**src/rtl/pfm_pkg.sv**
```systemverilog
// Package pfm_pkg
// Shared helper functions for the ppm frequency monitor.
// Assumes every value passed in fits a 32-bit int.
package pfm_pkg;

    // Magnitude of a signed value, as an unsigned quantity.
    function automatic int unsigned mag_of(input int signed v);
        return (v < 0) ? $unsigned(-v) : $unsigned(v);
    endfunction

    // True when a signed offset lies strictly outside +/- bound.
    function automatic bit beyond(input int signed v, input int unsigned bound);
        return mag_of(v) > bound;
    endfunction

endpackage

```
**src/rtl/pfm_gate.sv**
```systemverilog
// Module pfm_gate
// Free-running gate counter. It produces a one-cycle marker on the last
// reference cycle of each measurement window of WINDOW cycles.
// Assumes WINDOW >= 2. The counter restarts from zero on reset.
module pfm_gate #(
    parameter int WINDOW = 524288
) (
    input  logic clk,
    input  logic rst_n,
    output logic win_end
);
    localparam int GW = $clog2(WINDOW);
    localparam logic [GW-1:0] LAST = GW'(WINDOW - 1);

    logic [GW-1:0] gate_cnt;

    // Count reference cycles and wrap at the end of the window.
    always_ff @(posedge clk) begin
        if (!rst_n)                gate_cnt <= '0;
        else if (gate_cnt == LAST) gate_cnt <= '0;
        else                       gate_cnt <= gate_cnt + 1'b1;
    end

    // Mark the last cycle of the window.
    assign win_end = (gate_cnt == LAST);

    assert_gate_wrap_R1: assert property (@(posedge clk) disable iff (!rst_n)
        (gate_cnt == LAST) |=> (gate_cnt == '0));
    assert_gate_step_R1: assert property (@(posedge clk) disable iff (!rst_n)
        (gate_cnt != LAST) |=> (gate_cnt == $past(gate_cnt) + 1'b1));

endmodule

```
**src/rtl/pfm_channel.sv**
```systemverilog
// Module pfm_channel
// One measurement channel. It counts enable pulses over the window and, on
// the window's last cycle, stores the saturated offset from NOMINAL and the
// out-of-limit flag.
// Assumes NOMINAL <= WINDOW < 2**CNT_W and an already clamped limit.
module pfm_channel
    import pfm_pkg::*;
#(
    parameter int CNT_W   = 20,
    parameter int NOMINAL = 262144,
    parameter int RES_W   = 8,
    parameter int LIM_W   = 5
) (
    input  logic                    clk,
    input  logic                    rst_n,
    input  logic                    win_end,
    input  logic                    tick,
    input  logic [LIM_W-1:0]        lim_eff,
    output logic signed [RES_W-1:0] result,
    output logic                    over
);
    localparam int DW   = CNT_W + 2;
    localparam int SMAX = 2 ** (RES_W - 1) - 1;

    logic [CNT_W-1:0]        acc;
    logic [CNT_W-1:0]        total;
    logic signed [DW-1:0]    diff;
    logic signed [RES_W-1:0] res_next;
    logic                    over_next;

    // Accumulate pulses; the window's last cycle restarts the count.
    always_ff @(posedge clk) begin
        if (!rst_n)       acc <= '0;
        else if (win_end) acc <= '0;
        else if (tick)    acc <= acc + 1'b1;
    end

    // Offset of the completed count from nominal, saturated, then compared.
    always_comb begin
        total = acc + CNT_W'(tick);
        diff  = $signed({2'b00, total}) - $signed(DW'(NOMINAL));
        if (int'(diff) > SMAX)       res_next = RES_W'(SMAX);
        else if (int'(diff) < -SMAX) res_next = RES_W'(-SMAX);
        else                         res_next = RES_W'(diff);
        over_next = beyond(int'(res_next), 32'(lim_eff));
    end

    // Store result and flag only at the window's end.
    always_ff @(posedge clk) begin
        if (!rst_n) begin
            result <= '0;
            over   <= 1'b0;
        end else if (win_end) begin
            result <= res_next;
            over   <= over_next;
        end
    end

    assert_result_hold_R5: assert property (@(posedge clk) disable iff (!rst_n)
        !win_end |=> $stable(result));
    assert_flag_hold_R5: assert property (@(posedge clk) disable iff (!rst_n)
        !win_end |=> $stable(over));
    assert_sat_range_R2: assert property (@(posedge clk) disable iff (!rst_n)
        (int'(result) <= SMAX) && (int'(result) >= -SMAX));
    assert_flag_rule_R3: assert property (@(posedge clk) disable iff (!rst_n)
        win_end |=> (over == beyond(int'(result), 32'($past(lim_eff)))));

endmodule

```
**src/rtl/pfm_readmux.sv**
```systemverilog
// Module pfm_readmux
// Registered readback selector. It shows the chosen channel's stored offset
// one cycle after the selection, and zero for an unused select code.
// Assumes the results arrive packed, with channel i in slice i.
module pfm_readmux #(
    parameter int N_CH  = 4,
    parameter int RES_W = 8,
    parameter int SEL_W = 2
) (
    input  logic                    clk,
    input  logic                    rst_n,
    input  logic [N_CH*RES_W-1:0]   res_flat,
    input  logic [SEL_W-1:0]        sel,
    output logic signed [RES_W-1:0] rd
);
    logic [RES_W-1:0] picked;

    // Pick the selected slice; unmatched codes give zero.
    always_comb begin
        picked = '0;
        for (int i = 0; i < N_CH; i++) begin
            if (sel == SEL_W'(i)) picked = res_flat[i*RES_W +: RES_W];
        end
    end

    // Register the readback.
    always_ff @(posedge clk) begin
        if (!rst_n) rd <= '0;
        else        rd <= $signed(picked);
    end

    assert_sel_range_R6: assert property (@(posedge clk) disable iff (!rst_n)
        (int'(sel) >= N_CH) |=> (rd == '0));

endmodule

```
**src/rtl/ppm_freq_monitor.sv**
```systemverilog
// Module ppm_freq_monitor
// Multi-channel frequency-offset monitor. A shared gate window and one
// counter per channel give signed ppm-step offsets and out-of-limit flags,
// with a multiplexed readback.
// Assumes the enables are already synchronous to clk and MAX_LIM < 2**LIM_W.
module ppm_freq_monitor #(
    parameter int N_CH    = 4,
    parameter int WINDOW  = 524288,
    parameter int NOMINAL = 262144,
    parameter int RES_W   = 8,
    parameter int LIM_W   = 5,
    parameter int MAX_LIM = 16,
    localparam int SEL_W  = (N_CH > 1) ? $clog2(N_CH) : 1
) (
    input  logic                    clk,
    input  logic                    rst_n,
    input  logic [N_CH-1:0]         clk_en_in,
    input  logic [LIM_W-1:0]        limit,
    input  logic [SEL_W-1:0]        chan_sel,
    output logic signed [RES_W-1:0] offset_rd,
    output logic [N_CH-1:0]         out_of_limit
);
    localparam int CNT_W = $clog2(WINDOW + 1);
    localparam logic [LIM_W-1:0] LIM_TOP = LIM_W'(MAX_LIM);

    logic                  win_end;
    logic [LIM_W-1:0]      lim_eff;
    logic [N_CH*RES_W-1:0] res_flat;

    // Clamp the programmed limit to the largest allowed step count.
    always_comb lim_eff = (limit > LIM_TOP) ? LIM_TOP : limit;

    pfm_gate #(.WINDOW(WINDOW)) u_gate (
        .clk     (clk),
        .rst_n   (rst_n),
        .win_end (win_end)
    );

    for (genvar ch = 0; ch < N_CH; ch++) begin : g_ch
        logic signed [RES_W-1:0] ch_res;
        pfm_channel #(
            .CNT_W   (CNT_W),
            .NOMINAL (NOMINAL),
            .RES_W   (RES_W),
            .LIM_W   (LIM_W)
        ) u_chan (
            .clk     (clk),
            .rst_n   (rst_n),
            .win_end (win_end),
            .tick    (clk_en_in[ch]),
            .lim_eff (lim_eff),
            .result  (ch_res),
            .over    (out_of_limit[ch])
        );
        assign res_flat[ch*RES_W +: RES_W] = ch_res;
    end

    pfm_readmux #(.N_CH(N_CH), .RES_W(RES_W), .SEL_W(SEL_W)) u_rd (
        .clk      (clk),
        .rst_n    (rst_n),
        .res_flat (res_flat),
        .sel      (chan_sel),
        .rd       (offset_rd)
    );

    assert_reset_clear_R7: assert property (@(posedge clk)
        !rst_n |=> ((out_of_limit == '0) && (offset_rd == '0)));
    assert_limit_clamp_R4: assert property (@(posedge clk) disable iff (!rst_n)
        lim_eff <= LIM_TOP);

endmodule

```
**config.mk**
```make
export PLATFORM = sky130hd
export DESIGN_NAME = ppm_freq_monitor
export DESIGN_NICKNAME = d
export VERILOG_FILES = /design/src/rtl/pfm_pkg.sv /design/src/rtl/pfm_gate.sv /design/src/rtl/pfm_channel.sv /design/src/rtl/pfm_readmux.sv /design/src/rtl/ppm_freq_monitor.sv
export SDC_FILE = /design/constraint.sdc
export NUM_CORES = 1
export LEC_CHECK = 0
export ABC_CLOCK_PERIOD_IN_PS = 5000
export CORE_UTILIZATION = 54
export CTS_BUF_LIST = sky130_fd_sc_hd__clkbuf_4
export DETAILED_ROUTE_END_ITERATION = 7
export PLACE_DENSITY = 0.74
export SYNTH_ARGS = -nofsm -noshare
export SYNTH_HDL_FRONTEND = slang
export SYNTH_HIERARCHICAL = 1
export SYNTH_SLANG_ARGS = --single-unit
export TNS_END_PERCENT = 100
```
**constraint.sdc**
```tcl
create_clock -name clk -period 5 [get_ports clk]
set_input_delay 0.5 -clock clk [delete_from_list [all_inputs] [get_ports clk]]
set_output_delay 0.5 -clock clk [all_outputs]
set_load 0.05 [all_outputs]
```
==> results.cfg, run 1 <==
[clock_tree]
htree_levels = 4
cts_buffers = 17
clk_pin_slew_worst_paths_ns = 0.13
clkLatencyLatePin_ns = 0.56
clockBufferDepth = 2
root_buffer = clkbuf_4
cts_tree = done
numClockSinks = 143

[power]
leakage_nw = 4.54
power_density_nw_per_um2 = 189
power.total_w = 0.00238
ir_worst_vdd_uv = 118

[yosys]
yosys.area.top_type_share_pct = 27.4
synth.cell_area_um2 = 10500
ys_types = 58
yosys-top-cells-area = dfxtp_1 (27%), xnor2_1 (7.9%), nor2_1 (6.3%), ha_1 (5.9%), a21oi_1 (4.1%)
seq_area_frac_synth_pct = 27.4
ys.flop_type = dfxtp_1
async_flop_share_pct = 0
synth_top_area_cell = dfxtp_1
syn_avg_cell_area_um2 = 7.72
ys_ff_latch = 143
synthesis.nets = 1418
synthCells = 1356
synth_edf_count = 0
yosysWarningCount = 6

[die]
pin_count = 25
dieWidth_um = 141
core_um2 = 18800
row_count = 50
die-area_um2 = 19900
die_y_um = 141
initial_core_util_pct = 55.6

[outcome]
status = completed

[layout]
drive_gt1_share_pct = 20.3
layoutNonFillerInstCount = 1736
area_delta_synth_final_pct = 20.3
seq_area_um2 = 2890
multi_input_area_um2 = 7330
finalCoreUtilization_pct = 66.9
final_cell_area_um2 = 12600
fill_cells = 1573
fin_nets = 1525

[placement]
dp.cells = 1691
io_buffers = 24
placed_area_um2 = 11800
gp_congestion = 0.945
dp_hpwl_mm = 18.6

[routing]
wl_per_cell_um = 14.7
dr.pass1.iters = 5
wirelength_mm = 25.5
post-route-drc-count = 0
wl_met2_mm = 12.1
final_antenna_net_count = 0
wl_met3_um = 922
num_vias = 10100
dr.max_layer_used = met4
avgViaCountPerCell = 5.79
wl_met1_mm = 12.0
drt_iter0_drc = 590

[setup_path]
critical_path.top_delay_family = simple AND/OR/NAND/NOR gates
critPathSlowestCell = or4_4
arrival_ns = 5.23
cp_max_fo = 3
slowest_delay_ns = 0.54
cp-end-kind = register
cp.required_ns = 5.45
critical_path_class = reg -> reg
worst-path-buf-inv = 3
start_kind = register

[sta]
min_period_over_period_pct = 95.6
maxSlewViolCount = 0
slew-limit-headroom_pct = 25.8
period_needed_ns = 4.78
hold_violations = 0
clock_skew_ns = 0.0181
worstMarginPinSlew_ns = 1.11
setup_violations = 0
fmax_mhz = 209

[grt]
overflow = 0
grt_max_degree = 50
grt_pass1_wl_mm = 42.6
grt_pass1_vias = 9213
grt_usage_pct = 25.7
antenna_found_initial = 1

[job]
maxCapViolations = 0

[hold_path]
hold_path.class = in -> reg
-- cell usage in the layout (no fill, tap or decap), types with 9 or more instances in the layout --
master           netlist  final
mux2i_1               32     32
nor2b_1               20     20
nor3_1                44     40
nand2b_1               9      9
dfxtp_1              143    128
dfxtp_2                0     12
xnor2_1               94     90
nor4_1                28     28
inv_2                  0      9
o31ai_1                9      9
o221a_2               12     12
o21ai_0               75     72
nand2_1               69     69
clkdlybuf4s50_1        0     21
nand4_1               48     48
clkbuf_4               0     19
nand3_1               62     62
and2_1                13     13
ha_1                  49     37
and3_1                25     25
inv_1                 52     43
nor2_1               176    171
o31a_1                16     16
or3_1                 21     19
o22ai_1               16     16
a21oi_1               85     78
xor2_1                46     45
buf_4                  5    156
or2_2                  9      9
-- worst register-to-register path: stages (launching register included) --
cell      delay [ns]
dfxtp_4         0.38
ha_2            0.20
ha_4            0.15
nand3_4         0.07
or4_4           0.54
nor2_4          0.12
xor2_1          0.08
inv_1           0.09
ha_1            0.14
nand4b_1        0.14
a211oi_2        0.24
and4bb_4        0.30
xnor2_4         0.14
inv_2           0.07
a21oi_2         0.16
ha_2            0.21
inv_1           0.07
or3_4           0.37
a21oi_2         0.12
nor3_1          0.06
a21oi_1         0.13
ha_1            0.26
nor2b_1         0.13
o22ai_1         0.15
o311ai_1        0.13
o21bai_1        0.16
o31ai_1         0.09
-- what timing repair did --
action,4_1_cts,5_1_grt
cloned,0,0
hold buffers,0,0
pin swaps,0,38
endpoints found under the setup margin,1,4
resized for setup,1,73
setup buffers,0,13
-- cell type report --
cell class              instances  share of cell area (%)
inverters                      52                    1.55
repair buffers                181                    11.4
clock buffers                  19                    1.13
diodes                          1                  0.0199
multi-input cells            1068                    58.2
clock inverters                12                    2.10
well taps                     260                    2.58
flip-flops and latches        143                    22.9
-- state kept, by name, indices dropped and copies added (netlist names) --
register,flops
g_ch.u_chan/acc,80
u_rd/rd,8
u_gate/gate_cnt,19
g_ch.u_chan/result,32
g_ch.u_chan/over,4
-- per-layer routing --
layer / vias to the layer above / global-route usage (%)
met3: 42 / 4.08
met1: 4721 / 33.8
met2: 201 / 43.3
met4: 0 / 7.49
met5: - / 0
li1: 5088 / -
-- final timing paths --
| path | end | cells after the start | slack (ns) | startpoint |
|---|---|---|---|---|
| setup / recovery | g_ch[0].u_chan/over | 26 | 0.22 | g_ch[0].u_chan/acc[0] |
| hold / removal | g_ch[0].u_chan/acc[1] | 4 | 0.38 | clk_en_in[0] |
| setup reg to reg | g_ch[0].u_chan/over | 26 | 0.22 | g_ch[0].u_chan/acc[0] |
| hold reg to reg | u_gate/gate_cnt[0] | 1 | 0.48 | u_gate/gate_cnt[0] |
-- cell usage after synthesis (all sizes together), types with 4 or more instances --
master / count
a211oi: 16
a21o: 4
a21oi: 85
a311oi: 4
a31oi: 8
a41o: 4
a41oi: 4
and2: 13
and3: 25
and3b: 4
and4bb: 4
buf: 28
clkbuf: 65
dfxtp: 143
ha: 49
inv: 52
mux2i: 32
nand2: 69
nand2b: 9
nand3: 67
nand4: 48
nand4b: 4
nor2: 176
nor2b: 20
nor3: 44
nor3b: 4
nor4: 32
nor4b: 4
o21a: 4
o21ai: 76
o21bai: 4
o221a: 12
o22ai: 20
o311ai: 4
o31a: 16
o31ai: 9
o32a: 4
o41ai: 4
or2: 9
or3: 23
or4: 10
xnor2: 94
xor2: 46
-- report_power, final --
part           total [W]  switching (W)  internal (W)
combinational   0.000188       0.000104     0.0000833
clock            0.00103       0.000429      0.000603
sequential       0.00116      0.0000147       0.00115
-- kinds of logic (layout without fill, tap and decap cells) --
group,count (synthesis),in the layout,synth area share [%]
buffers and inverters,145,264,5.80
DFF,143,143,27.4
adders and majority gates,49,49,5.86
other,0,1,0
xor gates and xnor gates,140,140,11.7
AOI/OAI and AO/OA,279,279,17.6
and+or+nand+nor,568,568,28.7
muxes,32,32,3.06
-- metrics by stage --
| step | setup slack (ns) | hold WS (ns) | setup TNS (ns) |
|---|---|---|---|
| 5_1_grt | -0.0374 | 0.382 | -0.0811 |
| 3_3_place_gp | -0.405 | 0.439 | -1.42 |
| 3_5_place_dp | -0.572 | 0.464 | -2.06 |
| 2_1_floorplan | 0.00967 | 0.425 | 0 |
| 4_1_cts | 0.0158 | 0.492 | 0 |
| 6_report | 0.222 | 0.377 | 0 |
(Power assumes the default switching activity.)
==> run 2, diff against run 1 <==
--- a/config.mk
+++ b/config.mk
@@ -6,8 +6,10 @@
 export NUM_CORES = 1
 export LEC_CHECK = 0
 export ABC_CLOCK_PERIOD_IN_PS = 5000
+export CAP_MARGIN = 40
 export CORE_UTILIZATION = 54
 export CTS_BUF_LIST = sky130_fd_sc_hd__clkbuf_4
+export CTS_CLUSTER_DIAMETER = 120
 export DETAILED_ROUTE_END_ITERATION = 7
 export PLACE_DENSITY = 0.74
 export SYNTH_ARGS = -nofsm -noshare
==> run 2 against run 1 <==
Net effect:
- sequential share of layout area up 0.051 points
- critical path depth unchanged
- clock power fell by 10%
- flip-flop and latch count unchanged
- total power decreased by 4.3%
- clock skew grew 0.00067 ns
- critical path type unchanged
==> results.cfg, run 2 (synthesis results as in run 1) <==
[layout]
area_delta_synth_final_pct = 20.2
layoutNonFillerInstCount = 1741
drive_gt1_share_pct = 20.6
layout_common_cells = nor2_1 (171), buf_4 (158), dfxtp_1 (128), xnor2_1 (90), a21oi_1 (76)
largest_reg_flops = 80
fin_nets = 1528
final_common_cell = nor2_1
top_regs = g_ch.u_chan/acc: 80 flops, g_ch.u_chan/result: 32 flops, u_gate/gate_cnt: 19 flops
max_flop_register = g_ch.u_chan/acc
fill_cells = 1572

[grt]
grtUsageMet2_pct = 44.0
met3_usage_pct = 3.77
grt_pass1_wl_mm = 43.1
grt_pass1_vias = 9339
grtUsageMet1_pct = 34.2
grt_usage_pct = 26.0
busiest_layer = met2
overflow = 0
antenna_found_initial = 1
grt_max_degree = 50

[routing]
avgViaCountPerCell = 5.85
final_antenna_net_count = 0
dr.pass1.iters = 5
num_vias = 10200
post-route-drc-count = 0
drt_iter0_drc = 663
wirelength_mm = 25.7
wl_per_cell_um = 14.8

[clock_tree]
htree_levels = 4
numClockSinks = 143
ctsHoldBuffers = 0
clockBufferDepth = 2
cts_tree = done
root_buffer = clkbuf_4
clk_pin_slew_worst_paths_ns = 0.12
clkLatencyLatePin_ns = 0.56
cts_buffers = 17

[power]
power.total_w = 0.00228
power_density_nw_per_um2 = 181
leakage_nw = 4.55
ir_worst_vdd_uv = 180

[placement]
pre_cts_ws_ns = -0.586
gp_congestion = 0.945
dp.cells = 1693
io_buffers = 24
dp_hpwl_mm = 18.7

[setup_path]
critical_path_class = reg -> reg
rr_startpoint = g_ch[0].u_chan/acc[0]
start_kind = register
cp_max_fo = 4
rr_endpoint = g_ch[0].u_chan/over
cp-end-kind = register
arrival_ns = 5.22
rr_worst_depth = 26
cp.required_ns = 5.44
ff2ff_setup_slack_ns = 0.22

[outcome]
status = completed

[hold_path]
hold_path.class = in -> reg
min_to = g_ch[0].u_chan/acc[0]
hp-start = clk_en_in[0]
hold_depth = 4

[die]
pin_count = 25
row_count = 50
die_y_um = 141
dieWidth_um = 141
die-area_um2 = 19900
initial_core_util_pct = 55.6
core_um2 = 18800

[sta]
hold_violations = 0
worstMarginPinSlew_ns = 0.854
fmax_mhz = 209
slew-limit-headroom_pct = 43.0
maxSlewViolCount = 0
setup_violations = 0
worst_slack_ns = 0.224
period_needed_ns = 4.78
min_period_over_period_pct = 95.5
fin_tns_setup_ns = 0
clock_skew_ns = 0.0188

[job]
maxCapViolations = 0
-- run 2: cell types whose count changed in the layout (fill, tap and decap cells not counted), moves of 2 or more --
cell       before  now
a21oi_1        78   76
buf_4         156  158
dfxtp_4         3    5
clkinv_2        1    3
a21oi_2         6    9
dfxtp_2        12   10
bufinv_16       8    6
-- run 2: metrics by stage --
step | hold slack, ns | utilization (%) | instance area (um^2)
2_1_floorplan | 0.425 | - | 10600
3_3_place_gp | 0.439 | 62.8 | 11800
3_5_place_dp | 0.462 | 63.0 | 11900
4_1_cts | 0.489 | 65.0 | 12200
5_1_grt | 0.394 | 66.8 | 12600
6_report | 0.386 | 66.8 | 12600
-- run 2: routing by layer --
layer	part of all wire, %	vias to the layer above
li1	-	5105
met1	47	4750
met2	47	291
met3	4.6	40
met4	1.6	0
met5	0	-
-- run 2: worst max-delay path, cell delays in order (launching register included) --
cell	delay, ns
dfxtp_4	0.38
ha_2	0.20
ha_4	0.15
nand3_4	0.07
or4_4	0.55
nor2_4	0.12
xor2_1	0.09
inv_1	0.10
ha_1	0.14
nand4b_1	0.14
a211oi_2	0.24
and4bb_4	0.30
xnor2_4	0.14
inv_2	0.06
a21oi_2	0.16
ha_2	0.20
inv_1	0.06
or3_4	0.36
a21oi_2	0.13
nor3_1	0.07
a21oi_1	0.13
ha_1	0.26
nor2b_1	0.13
o22ai_1	0.13
o311ai_1	0.12
o21bai_1	0.15
o31ai_1	0.07
-- run 2: worst max-delay path by stage --
stage               slack (ns)                   to                  start
floorplan                 0.01  g_ch[0].u_chan/over           clk_en_in[0]
global placement         -0.40  g_ch[3].u_chan/over           clk_en_in[3]
detailed placement       -0.59  g_ch[1].u_chan/over           clk_en_in[1]
CTS                      0.006  g_ch[3].u_chan/over           clk_en_in[3]
global route             -0.07  g_ch[0].u_chan/over  g_ch[0].u_chan/acc[0]
finish                    0.22  g_ch[0].u_chan/over  g_ch[0].u_chan/acc[0]
-- run 2: report_power, final --
part | total [W] | internal, W | switching [W]
combinational | 0.000191 | 0.0000844 | 0.000106
sequential | 0.00116 | 0.00115 | 0.0000156
clock | 0.000926 | 0.000502 | 0.000424
total | 0.00228 | 0.00173 | 0.000546
-- run 2: timing repair --
item	CTS	global route
gates resized for setup	3	74
setup endpoints to repair	2	4
pin swaps	1	40
setup buffers	2	12
-- run 2: cell type report --
class / count / area, um^2 / area share, %
Inverter: 52 / 195 / 1.55
Antenna cell: 2 / 5.00 / 0.0398
Clock buffer: 19 / 143 / 1.13
Timing Repair Buffer: 184 / 1470 / 11.7
Tap cell: 260 / 325 / 2.59
Clock inverter: 13 / 218 / 1.73
Multi-Input combinational cell: 1068 / 7330 / 58.3
Sequential cell: 143 / 2890 / 23.0
